==> src/rtl/dd_pkg.sv <==
package dd_pkg;

    typedef enum logic {
        MODE_DECADE    = 1'b0,
        MODE_SYMMETRIC = 1'b1
    } dd_mode_e;

    localparam int unsigned DD_LO_MOD = 2;
    localparam int unsigned DD_HI_MOD = 5;

endpackage

==> src/rtl/dd_edge_sync.sv <==
module dd_edge_sync #(
    parameter int unsigned STAGES = 2
) (
    input  logic clk,
    input  logic clr,
    input  logic din,
    output logic fall_o
);

    typedef struct packed {
        logic [STAGES-1:0] sync;
        logic              hist;
    } sync_state_t;

    sync_state_t st_d, st_q;

    always_comb begin
        st_d      = st_q;
        st_d.sync = {st_q.sync[STAGES-2:0], din};
        st_d.hist = st_q.sync[STAGES-1];
        if (clr) begin
            st_d = '0;
        end
    end

    always_ff @(posedge clk) begin
        st_q <= st_d;
    end

    assign fall_o = st_q.hist & ~st_q.sync[STAGES-1];

    AST_FALL_SINGLE: assert property (@(posedge clk) disable iff (clr)
        fall_o |=> !fall_o);

    initial begin
        AST_STAGES_MIN: assert (STAGES >= 2);
    end

endmodule

==> src/rtl/dd_modn.sv <==
module dd_modn #(
    parameter  int unsigned MODULUS = 5,
    localparam int unsigned W       = (MODULUS > 2) ? $clog2(MODULUS) : 1
) (
    input  logic         clk,
    input  logic         clr,
    input  logic         adv,
    output logic [W-1:0] cnt_o
);

    localparam logic [W-1:0] LAST = W'(MODULUS - 1);

    typedef struct packed {
        logic [W-1:0] cnt;
    } cnt_state_t;

    cnt_state_t st_d, st_q;

    always_comb begin
        st_d = st_q;
        if (clr) begin
            st_d.cnt = '0;
        end else if (adv) begin
            if (st_q.cnt == LAST) begin
                st_d.cnt = '0;
            end else begin
                st_d.cnt = st_q.cnt + W'(1);
            end
        end
    end

    always_ff @(posedge clk) begin
        st_q <= st_d;
    end

    assign cnt_o = st_q.cnt;

    AST_CNT_RANGE: assert property (@(posedge clk) disable iff (clr)
        cnt_o <= LAST);

    AST_HOLD_IDLE: assert property (@(posedge clk) disable iff (clr)
        !adv |=> $stable(cnt_o));

endmodule

==> src/rtl/decade_divider.sv <==
module decade_divider
    import dd_pkg::*;
#(
    parameter int unsigned SYNC_STAGES = 2
) (
    input  logic       clk,
    input  logic       mr,
    input  logic       mode,
    input  logic       cp0,
    input  logic       cp1,
    output logic [3:0] q,
    output logic       tc
);

    localparam int unsigned N_IN = 2;
    localparam int unsigned HI_W = $clog2(DD_HI_MOD);
    localparam logic [HI_W-1:0] HI_LAST = HI_W'(DD_HI_MOD - 1);

    typedef struct packed {
        logic tc;
    } top_state_t;

    logic [N_IN-1:0] cp_in;
    logic [N_IN-1:0] fall;
    logic            lo_cnt;
    logic [HI_W-1:0] hi_cnt;
    logic            adv_lo, adv_hi;
    logic            decade_carry, sym_carry;
    dd_mode_e        mode_e;
    top_state_t      st_d, st_q;

    assign cp_in  = {cp1, cp0};
    assign mode_e = dd_mode_e'(mode);

    for (genvar i = 0; i < N_IN; i++) begin : g_sync
        dd_edge_sync #(.STAGES(SYNC_STAGES)) u_sync (
            .clk    (clk),
            .clr    (mr),
            .din    (cp_in[i]),
            .fall_o (fall[i])
        );
    end

    // A stage output falls exactly when it is at its last value and advances.
    assign decade_carry = fall[0] & lo_cnt;
    assign sym_carry    = fall[1] & (hi_cnt == HI_LAST);

    always_comb begin
        if (mode_e == MODE_DECADE) begin
            adv_lo = fall[0];
            adv_hi = decade_carry;
        end else begin
            adv_lo = sym_carry;
            adv_hi = fall[1];
        end
    end

    dd_modn #(.MODULUS(DD_LO_MOD)) u_lo (
        .clk   (clk),
        .clr   (mr),
        .adv   (adv_lo),
        .cnt_o (lo_cnt)
    );

    dd_modn #(.MODULUS(DD_HI_MOD)) u_hi (
        .clk   (clk),
        .clr   (mr),
        .adv   (adv_hi),
        .cnt_o (hi_cnt)
    );

    always_comb begin
        st_d    = st_q;
        st_d.tc = adv_lo & adv_hi & lo_cnt & (hi_cnt == HI_LAST);
        if (mr) begin
            st_d.tc = 1'b0;
        end
    end

    always_ff @(posedge clk) begin
        st_q <= st_d;
    end

    assign q  = {hi_cnt, lo_cnt};
    assign tc = st_q.tc;

    AST_TC_AT_ZERO: assert property (@(posedge clk) disable iff (mr)
        tc |-> (q == 4'd0));

    AST_TC_ONE_CYCLE: assert property (@(posedge clk) disable iff (mr)
        tc |=> !tc);

    AST_MR_CLEARS: assert property (@(posedge clk) disable iff (mr)
        $fell(mr) |-> (q == 4'd0 && !tc));

    AST_DECADE_IGNORES: assert property (@(posedge clk) disable iff (mr)
        (mode_e == MODE_DECADE && !fall[0]) |=> $stable(q));

    AST_SYM_IGNORES: assert property (@(posedge clk) disable iff (mr)
        (mode_e == MODE_SYMMETRIC && !fall[1]) |=> $stable(q));

endmodule

==> config.mk <==
export PLATFORM = sky130hd
export DESIGN_NAME = decade_divider
export DESIGN_NICKNAME = d
export VERILOG_FILES = /design/src/rtl/dd_pkg.sv /design/src/rtl/dd_edge_sync.sv /design/src/rtl/dd_modn.sv /design/src/rtl/decade_divider.sv
export SDC_FILE = /design/constraint.sdc
export NUM_CORES = 1
export LEC_CHECK = 0
export ABC_CLOCK_PERIOD_IN_PS = 1300
export BUFFER_PORTS_ARGS = -buffer_cell sky130_fd_sc_hd__buf_2
export CORE_AREA = 2 2 39 41
export CTS_CLUSTER_DIAMETER = 40
export DETAILED_ROUTE_END_ITERATION = 10
export DIE_AREA = 0 0 41 43
export SLEW_MARGIN = 20
export SYNTH_ARGS = -nofsm -noshare
export SYNTH_HDL_FRONTEND = slang
export SYNTH_SLANG_ARGS = --single-unit
==> constraint.sdc <==
create_clock -name clk -period 1.3 [get_ports clk]
set_input_delay 0.325 -clock clk [delete_from_list [all_inputs] [get_ports clk]]
set_output_delay 0.325 -clock clk [all_outputs]
set_load 0.05 [all_outputs]
== After elaboration in Yosys (flattened, before gate mapping) ==
Index checks and enable logic that the tools add are counted.
W data, S select, Z words.
Word-level totals
  register bits after elaboration: 11
  bits of input ports: 5
  output and inout bits: 5
  word-level logic and storage cells: 23
Operators by class
  add/sub/neg operators: 2
  equal/unequal tests: 1
  mux-type cells: 4
  bitwise operators: 9
Operators by type and width (count)
  $and A1 B1 Y1: 7
  $add A3 B1 Y3 const B: 1
  $eq A3 B3 Y1 const B: 1
  $mux W1: 3
  $mux W3: 1
  $not A1 Y1: 2
  $add A1 B1 Y1 const B: 1

== Depth between registers and ports, before layout ==
Gate-level depths: netlist (run 1).
  depth after elaboration: 7
  depth in mapped cells: 5
  gate-level depth less buffers: 5

== By module ==
A second synthesis (run 1) with hierarchy kept.
Second synthesis, totals
  cells, all modules: 44
  area total of the unflattened synthesis: 450.4 um^2
By module, submodules not included
  dd_edge_sync: instances 2, cells an instance 7, area an instance 87.6 um^2, seq. area each 60.1 um^2
  dd_modn (u_hi): instances 1, cells an instance 18, area an instance 152.6 um^2, seq. area each 60.1 um^2
  decade_divider: instances 1, cells an instance 9, area an instance 90.1 um^2, seq. area each 20.0 um^2
  dd_modn (u_lo): instances 1, cells an instance 3, area an instance 32.5 um^2, seq. area each 20.0 um^2

== Least setup slack after synthesis (run 1) ==
No wires, ideal clock.
  path kind: reg-to-reg
  from: register u_hi.st_q, in the netlist u_hi.cnt_o[0]
  to: register u_hi.st_q, in the netlist u_hi.cnt_o[2]
  setup time: 0.079 ns
  data arrival time: 1.359 ns
  required time: 1.221 ns
  setup slack: -0.138 ns
  stages on the path, launching flop included: 6
  path buffers: 0
  clock period less this slack: 1.438 ns
  path through: dfxtp_1 -> inv_1 -> ha_1 -> o21ai_0 -> a21oi_1 -> a211oi_2
Between the ends
  word-level cells in the longest chain between the ends: 2
  elaborated cells between the ends (all ways): 3
  those cells by class: add/sub: 1; eq/ne: 1; mux: 1
RTL lines
  from (decl): line dd_modn.sv:17  | cnt_state_t st_d, st_q;
  from (signal assigned): line dd_modn.sv:33  | st_q <= st_d;
  $add A3 B1 Y3 or $eq A3 B3 Y1 (tied branches): line dd_modn.sv:27, dd_modn.sv:24
  $mux W3 (*): line dd_modn.sv:24  | if (st_q.cnt == LAST) begin
Every way passes the cells marked *; elsewhere a longest branch is shown, timed or not.
A chain may end at the register's enable or synchronous reset.

== Worst setup path in the final report (run 1) ==
  from: register u_lo.st_q, in the netlist u_lo.cnt_o
  to: output q[0]
RTL lines
  from (decl): line dd_modn.sv:17
  from (signal assigned): line dd_modn.sv:33
  to (decl): line decade_divider.sv:11  | output logic [3:0] q,
No word-level cell between the ends.

==> results.py, run 1 <==
metrics = {
    "global_routing": {
        "via_count_of_the_first_global_routing_pass": 338,
        "grt_first_pass_wirelength_um": 1320,
        "grt.total_usage": 0.114,
        "maximum_number_of_pins_on_one_net_before_global_route_repair": 12,
        "antenna_found_initial": 0,
        "grt_remaining_overflow": 0,
    },
    "clock_network": {
        "cts_post_setup_buffers_inserted": 0,
        "cts_inserted_buffers": 3,
        "cts-htree-levels": 1,
        "cts_buffer_depth": 2,
        "cts.clk_slew.worst_paths_ns": 0.07,
        "cts-root-buf": "sky130_fd_sc_hd__clkbuf_4",
        "worst_skew_pair.late_latency_ns": 0.26,
        "cts.sink_count": 11,
        "tritoncts": "done",
    },
    "timing": {
        "rsz0062_at_grt": "false",
        "final.setup.tns_ns": 0,
        "final.hold.worst_slack_ns": 0.267,
        "fmax_mhz": 814,
        "setup-violations-final": 0,
        "worst-slew-pin-transition_ns": 0.262,
        "slew_viol_final": 0,
        "fin_crit_period_ns": 1.23,
        "worst_slack_ns": 0.0713,
        "timing_hold_violations_final": 0,
        "slew_headroom": 0.825,
        "fin_skew_ns": 0.00260,
        "timing.final.crit_share": 0.945,
    },
    "floorplanning": {
        "top_level_ports": 10,
        "placement_rows": 14,
        "die_area_um2": 1760,
        "initial_util": 0.334,
        "placeableCoreArea_um2": 1380,
        "die_w_um": 41,
        "die_h_um": 43,
    },
    "placement": {
        "hpwlAfterDp_um": 583,
        "pre_cts_ws_ns": 0.163,
        "gp_routability_congestion": 0.625,
        "port_buffers": 9,
        "dp.cells": 69,
    },
    "worst_hold_path": {
        "hold_class": "primary input to flop",
        "min-delay-start": "cp1",
    },
    "worst_setup_path": {
        "worstPathRequired_ns": 0.98,
        "worst_setup_path_end_kind": "output port",
        "worstSetupPathType": "flop to output port",
        "worst-path-max-fanout": 5,
        "startpoint": "u_lo.cnt_o$_SDFFE_PP0P_",
        "worstSetupStartpointType": "flop",
        "timing.critical_path.cells": "clkbuf_4",
        "worstPathArrival_ns": 0.90,
        "critPathTopFamily": "flip-flops",
        "critical-path-max-stage-delay_ns": 0.39,
        "critical_path.n_buffers_inverters": 1,
        "critical_register_to_register_path_startpoint": "u_hi.cnt_o[0]$_SDFFE_PP0P_",
        "critPathSlowestCell": "sky130_fd_sc_hd__dfxtp_1",
    },
    "drt": {
        "drc": 0,
        "dr.max_layer_used": "met3",
        "vias": 334,
        "post_drt_via_cell_ratio": 4.58,
        "drt_pre_antenna_iters": 3,
        "wl_met1_um": 366,
        "met2WireLength_um": 350,
        "drt_first_iter_violations": 2,
        "routed_wl_um": 752,
        "detail_route.wl_per_cell_um": 10.3,
        "dr_wl_met3_um": 36,
        "final_antenna_net_count": 0,
    },
    "logic_synthesis": {
        "synth-edff-count": 0,
        "ys_types": 24,
        "synthesis.nets": 53,
        "postSynth.asyncResetShare": 0,
        "synth_seq_cells": 11,
        "avgSynthCellArea_um2": 10.0,
        "synth_warnings": 0,
        "post_synth_instance_area_um2": 462,
        "top_reg_cell_synth": "sky130_fd_sc_hd__dfxtp_1",
        "synth-seq-area-share": 0.477,
        "post_synthesis_cell_count": 46,
    },
    "cells_and_area": {
        "nNetsFinal": 65,
        "num_antenna_cells": 0,
        "post_layout_nonfiller_instances": 73,
        "drive_above_1_share": 0.316,
        "syn2layout_area_growth_pct": 19.0,
    },
    "outcome": {
        "outcome": "completed",
    },
    "job": {
        "cap_viol_max_count": 0,
    },
    "pwr": {
        "vdd.ir_drop.worst_v": 0.000497,
        "p_total_mw": 0.610,
        "leakagePower_nw": 0.218,
        "power.density_nw_per_um2": 1110,
    },
}
## kinds of logic (layout without fill, tap and decap cells)
family | after synthesis | in the layout | share of synthesized area
fa+ha+maj | 2 | 2 | 0.0542
buf+inv | 5 | 16 | 0.0488
flops | 11 | 11 | 0.477
mux | 1 | 1 | 0.0217
simple gates | 18 | 18 | 0.268
compound gates | 9 | 9 | 0.130
## synthesized netlist by cell type (2+ instances only)
master / number / area [um^2]
sky130_fd_sc_hd__a21oi_1: 3 / 15.0
sky130_fd_sc_hd__dfxtp_1: 11 / 220
sky130_fd_sc_hd__ha_1: 2 / 25.0
sky130_fd_sc_hd__inv_1: 3 / 11.3
sky130_fd_sc_hd__nand3_1: 2 / 10.0
sky130_fd_sc_hd__nor2b_1: 6 / 37.5
sky130_fd_sc_hd__o21ai_0: 2 / 10.0
## placed cells by master (no fill, tap or decap), types with 2 or more instances in the layout
master                     instances
sky130_fd_sc_hd__nor2b_1           6
sky130_fd_sc_hd__dfxtp_1           9
sky130_fd_sc_hd__a21oi_1           3
sky130_fd_sc_hd__o21ai_0           2
sky130_fd_sc_hd__buf_2             7
sky130_fd_sc_hd__nand3_1           2
sky130_fd_sc_hd__ha_1              2
sky130_fd_sc_hd__inv_1             3
sky130_fd_sc_hd__dfxtp_2           2
sky130_fd_sc_hd__clkbuf_4          5
## final cells by class
class	instances	area, um^2
fillers	150	835
flip-flops and latches	11	223
multi-input cells	30	219
repair buffers	9	50.0
clock buffers	4	26.3
well taps	16	20.0
inverters	3	11.3
## report_power, final
group / leakage [nW] / total [mW] / switching [mW] / internal, mW
sequential: 0.0907 / 0.350 / 0.00464 / 0.346
clock: 0.0150 / 0.226 / 0.108 / 0.118
combinational: 0.113 / 0.0335 / 0.0172 / 0.0164
## flip-flops by register name, summed over array words and instances (netlist names)
register / cells
u_hi.cnt_o: 3
tc: 1
g_sync.u_sync.st_q: 6
u_lo.cnt_o: 1
## path summary, 6_finish.rpt
| path | slack [ns] | end | depth (start not counted) |
|---|---|---|---|
| max | 0.07 | q[0] | 1 |
| min | 0.27 | g_sync[1].u_sync.st_q[1]$_SDFF_PP0_ | 2 |
| max reg2reg | 0.17 | u_hi.cnt_o[2]$_SDFFE_PP0P_ | 5 |
| min reg2reg | 0.44 | g_sync[0].u_sync.st_q[2]$_SDFF_PP0_ | 1 |
## worst reg2reg max path, delay by kind of cell (launching register included)
kind                     cells  cell delay [ns]
buffers and inverters        1             0.06
adder cells (fa/ha/maj)      1             0.23
flip-flops                   1             0.35
AO/OA/AOI/OAI                3             0.42
## metrics by stage
stage | util | area, um^2
after global routing | 0.397 | 549
after CTS | 0.393 | 544
after global placement | 0.374 | 518
after floorplan | - | 464
after detailed placement | 0.374 | 518
final | 0.397 | 549
## per-layer routing
metal  global-route usage  up-vias
li1                     -      181
met1                0.138      147
met2                0.166        6
met3               0.0314        0
met4               0.0800        0
met5                    0        -
## what timing repair did
action | 4_1_cts | 5_1_grt
gates resized for setup | 0 | 2
hold buffers | 0 | 0
setup endpoints to repair | 0 | 2
Power figures use the tool's default switching activity.
==> run 2: changes to the inputs <==
--- a/config.mk
+++ b/config.mk
@@ -8,6 +8,7 @@
 export ABC_CLOCK_PERIOD_IN_PS = 1300
 export BUFFER_PORTS_ARGS = -buffer_cell sky130_fd_sc_hd__buf_2
 export CORE_AREA = 2 2 39 41
+export CTS_BUF_LIST = sky130_fd_sc_hd__clkbuf_4 sky130_fd_sc_hd__clkbuf_8 sky130_fd_sc_hd__clkbuf_16
 export CTS_CLUSTER_DIAMETER = 40
 export DETAILED_ROUTE_END_ITERATION = 10
 export DIE_AREA = 0 0 41 43
==> run 2 against run 1 <==
  * Clock-buffer cell count stayed put
  * Register-to-register slack hardly changed
  * Fmax is 0.33% higher
  * First-iteration DRC count is 100% higher
  * Critical path depth stayed put
  * Non-clock buffer count stayed put
  * Cell count stayed put
  * Via count is 0.90% lower
  * Largest power group unchanged
  * Clock power is 8% higher
  * Final area is 0.68% higher
==> results.py, run 2 (synthesized netlist as in run 1, its figures left out) <==
metrics = {
    "timing": {
        "fin_crit_period_ns": 1.22,
        "fmax_mhz": 817,
        "worst_slack_ns": 0.0754,
        "final.hold.worst_slack_ns": 0.272,
        "slew_headroom": 0.825,
        "slew_viol_final": 0,
        "rsz0062_at_grt": "false",
        "timing_hold_violations_final": 0,
        "timing.final.crit_share": 0.942,
        "setup-violations-final": 0,
        "fin_skew_ns": 0.00107,
        "worst-slew-pin-transition_ns": 0.262,
        "final.setup.tns_ns": 0,
    },
    "job": {
        "cap_viol_max_count": 0,
    },
    "drt": {
        "vias": 331,
        "post_drt_via_cell_ratio": 4.53,
        "drc": 0,
        "final_antenna_net_count": 0,
        "detail_route.wl_per_cell_um": 10.1,
        "routed_wl_um": 736,
        "drt_pre_antenna_iters": 3,
        "drt_first_iter_violations": 4,
    },
    "floorplanning": {
        "initial_util": 0.334,
        "placement_rows": 14,
        "top_level_ports": 10,
        "placeableCoreArea_um2": 1380,
        "die_h_um": 43,
        "die_area_um2": 1760,
        "die_w_um": 41,
    },
    "worst_hold_path": {
        "hold_class": "primary input to flop",
        "worstHoldPathCells": 2,
        "min-delay-start": "cp1",
        "hold-path-endpoint": "g_sync[1].u_sync.st_q[1]$_SDFF_PP0_",
    },
    "worst_setup_path": {
        "critPathSlowestCell": "sky130_fd_sc_hd__dfxtp_1",
        "worstPathArrival_ns": 0.90,
        "critical_path.n_buffers_inverters": 1,
        "critical-path-max-stage-delay_ns": 0.39,
        "worstPathRequired_ns": 0.98,
        "critical_path.reg2reg.endpoint": "u_hi.cnt_o[2]$_SDFFE_PP0P_",
        "worst-path-max-fanout": 5,
        "reg2reg_depth": 5,
        "worstSetupStartpointType": "flop",
        "worst_setup_path_end_kind": "output port",
        "critical_register_to_register_path_startpoint": "u_hi.cnt_o[0]$_SDFFE_PP0P_",
        "critPathTopFamily": "flip-flops",
        "r2r_slack_ns": 0.17,
        "worstSetupPathType": "flop to output port",
        "timing.critical_path.cells": "clkbuf_4",
    },
    "cells_and_area": {
        "flip_flop_count_of_the_largest_register_after_layout": 6,
        "largest_reg_by_ff_count": "g_sync.u_sync.st_q",
        "syn2layout_area_growth_pct": 19.8,
        "finalCoreUtilization": 0.400,
        "top_regs": "g_sync.u_sync.st_q (6), u_hi.cnt_o (3)",
        "num_antenna_cells": 0,
        "drive_above_1_share": 0.333,
        "most-common-layout-cells": "sky130_fd_sc_hd__dfxtp_1, sky130_fd_sc_hd__buf_2, sky130_fd_sc_hd__nor2b_1, sky130_fd_sc_hd__clkbuf_4",
        "layout.cells.most_common": "sky130_fd_sc_hd__dfxtp_1",
        "nNetsFinal": 65,
    },
    "clock_network": {
        "cts_post_setup_buffers_inserted": 0,
        "worst_skew_pair.late_latency_ns": 0.26,
        "cts_buffer_depth": 2,
        "tritoncts": "done",
        "cts.clk_slew.worst_paths_ns": 0.07,
        "cts.repair.resized": 0,
        "cts-root-buf": "sky130_fd_sc_hd__clkbuf_4",
        "cts_inserted_buffers": 3,
        "cts.sink_count": 11,
        "holdBufCountCts": 0,
        "cts-htree-levels": 1,
    },
    "global_routing": {
        "via_count_of_the_first_global_routing_pass": 328,
        "grt_first_pass_wirelength_um": 1320,
        "antenna_found_initial": 0,
        "grt.total_usage": 0.110,
        "maximum_number_of_pins_on_one_net_before_global_route_repair": 12,
        "grt_remaining_overflow": 0,
    },
    "pwr": {
        "power.density_nw_per_um2": 1140,
        "vdd.ir_drop.worst_v": 0.000501,
        "leakagePower_nw": 0.222,
    },
    "placement": {
        "pre_cts_ws_ns": 0.163,
        "port_buffers": 9,
        "hpwlAfterDp_um": 583,
        "gp_routability_congestion": 0.625,
    },
    "outcome": {
        "outcome": "completed",
    },
}
-- run 2: worst max path at each step --
stage | start | cells after the start | slack, ns | end
floorplan | u_hi.cnt_o[0]$_SDFFE_PP0P_ | 5 | 0.05 | u_hi.cnt_o[2]$_SDFFE_PP0P_
global placement | mode | 4 | 0.16 | u_lo.cnt_o$_SDFFE_PP0P_
detailed placement | mode | 4 | 0.16 | u_lo.cnt_o$_SDFFE_PP0P_
CTS | u_lo.cnt_o$_SDFFE_PP0P_ | 1 | 0.04 | q[0]
global route | u_hi.cnt_o[2]$_SDFFE_PP0P_ | 1 | 0.03 | q[3]
finish | u_lo.cnt_o$_SDFFE_PP0P_ | 1 | 0.08 | q[0]
-- run 2: power by group --
part	switching [mW]	internal (mW)	total [mW]	leakage, nW
registers	0.00463	0.346	0.350	0.0907
clock network	0.105	0.139	0.244	0.0184
logic	0.0172	0.0164	0.0336	0.113
-- run 2: per-stage QoR --
step	instance area, um^2	power (mW)	std cells
finish	553	0.628	73
global route	553	0.662	73
CTS	548	0.636	73
detailed placement	518	0.392	69
global placement	518	0.391	69
floorplan	464	0.381	46
-- run 2: layout make-up --
| class | instances | area [um^2] |
|---|---|---|
| Clock buffer | 4 | 30.0 |
| Fill cell | 150 | 831 |
| Inverter | 3 | 11.3 |
| Multi-Input combinational cell | 30 | 219 |
| Sequential cell | 11 | 223 |
| Tap cell | 16 | 20.0 |
| Timing Repair Buffer | 9 | 50.0 |
-- run 2: metal layers --
layer | part of all wire | track usage | vias up
li1 | - | - | 180
met1 | 0.50 | 0.144 | 145
met2 | 0.45 | 0.166 | 6
met3 | 0.049 | 0.0314 | 0
met4 | 0 | 0.0400 | 0
met5 | 0 | 0 | -
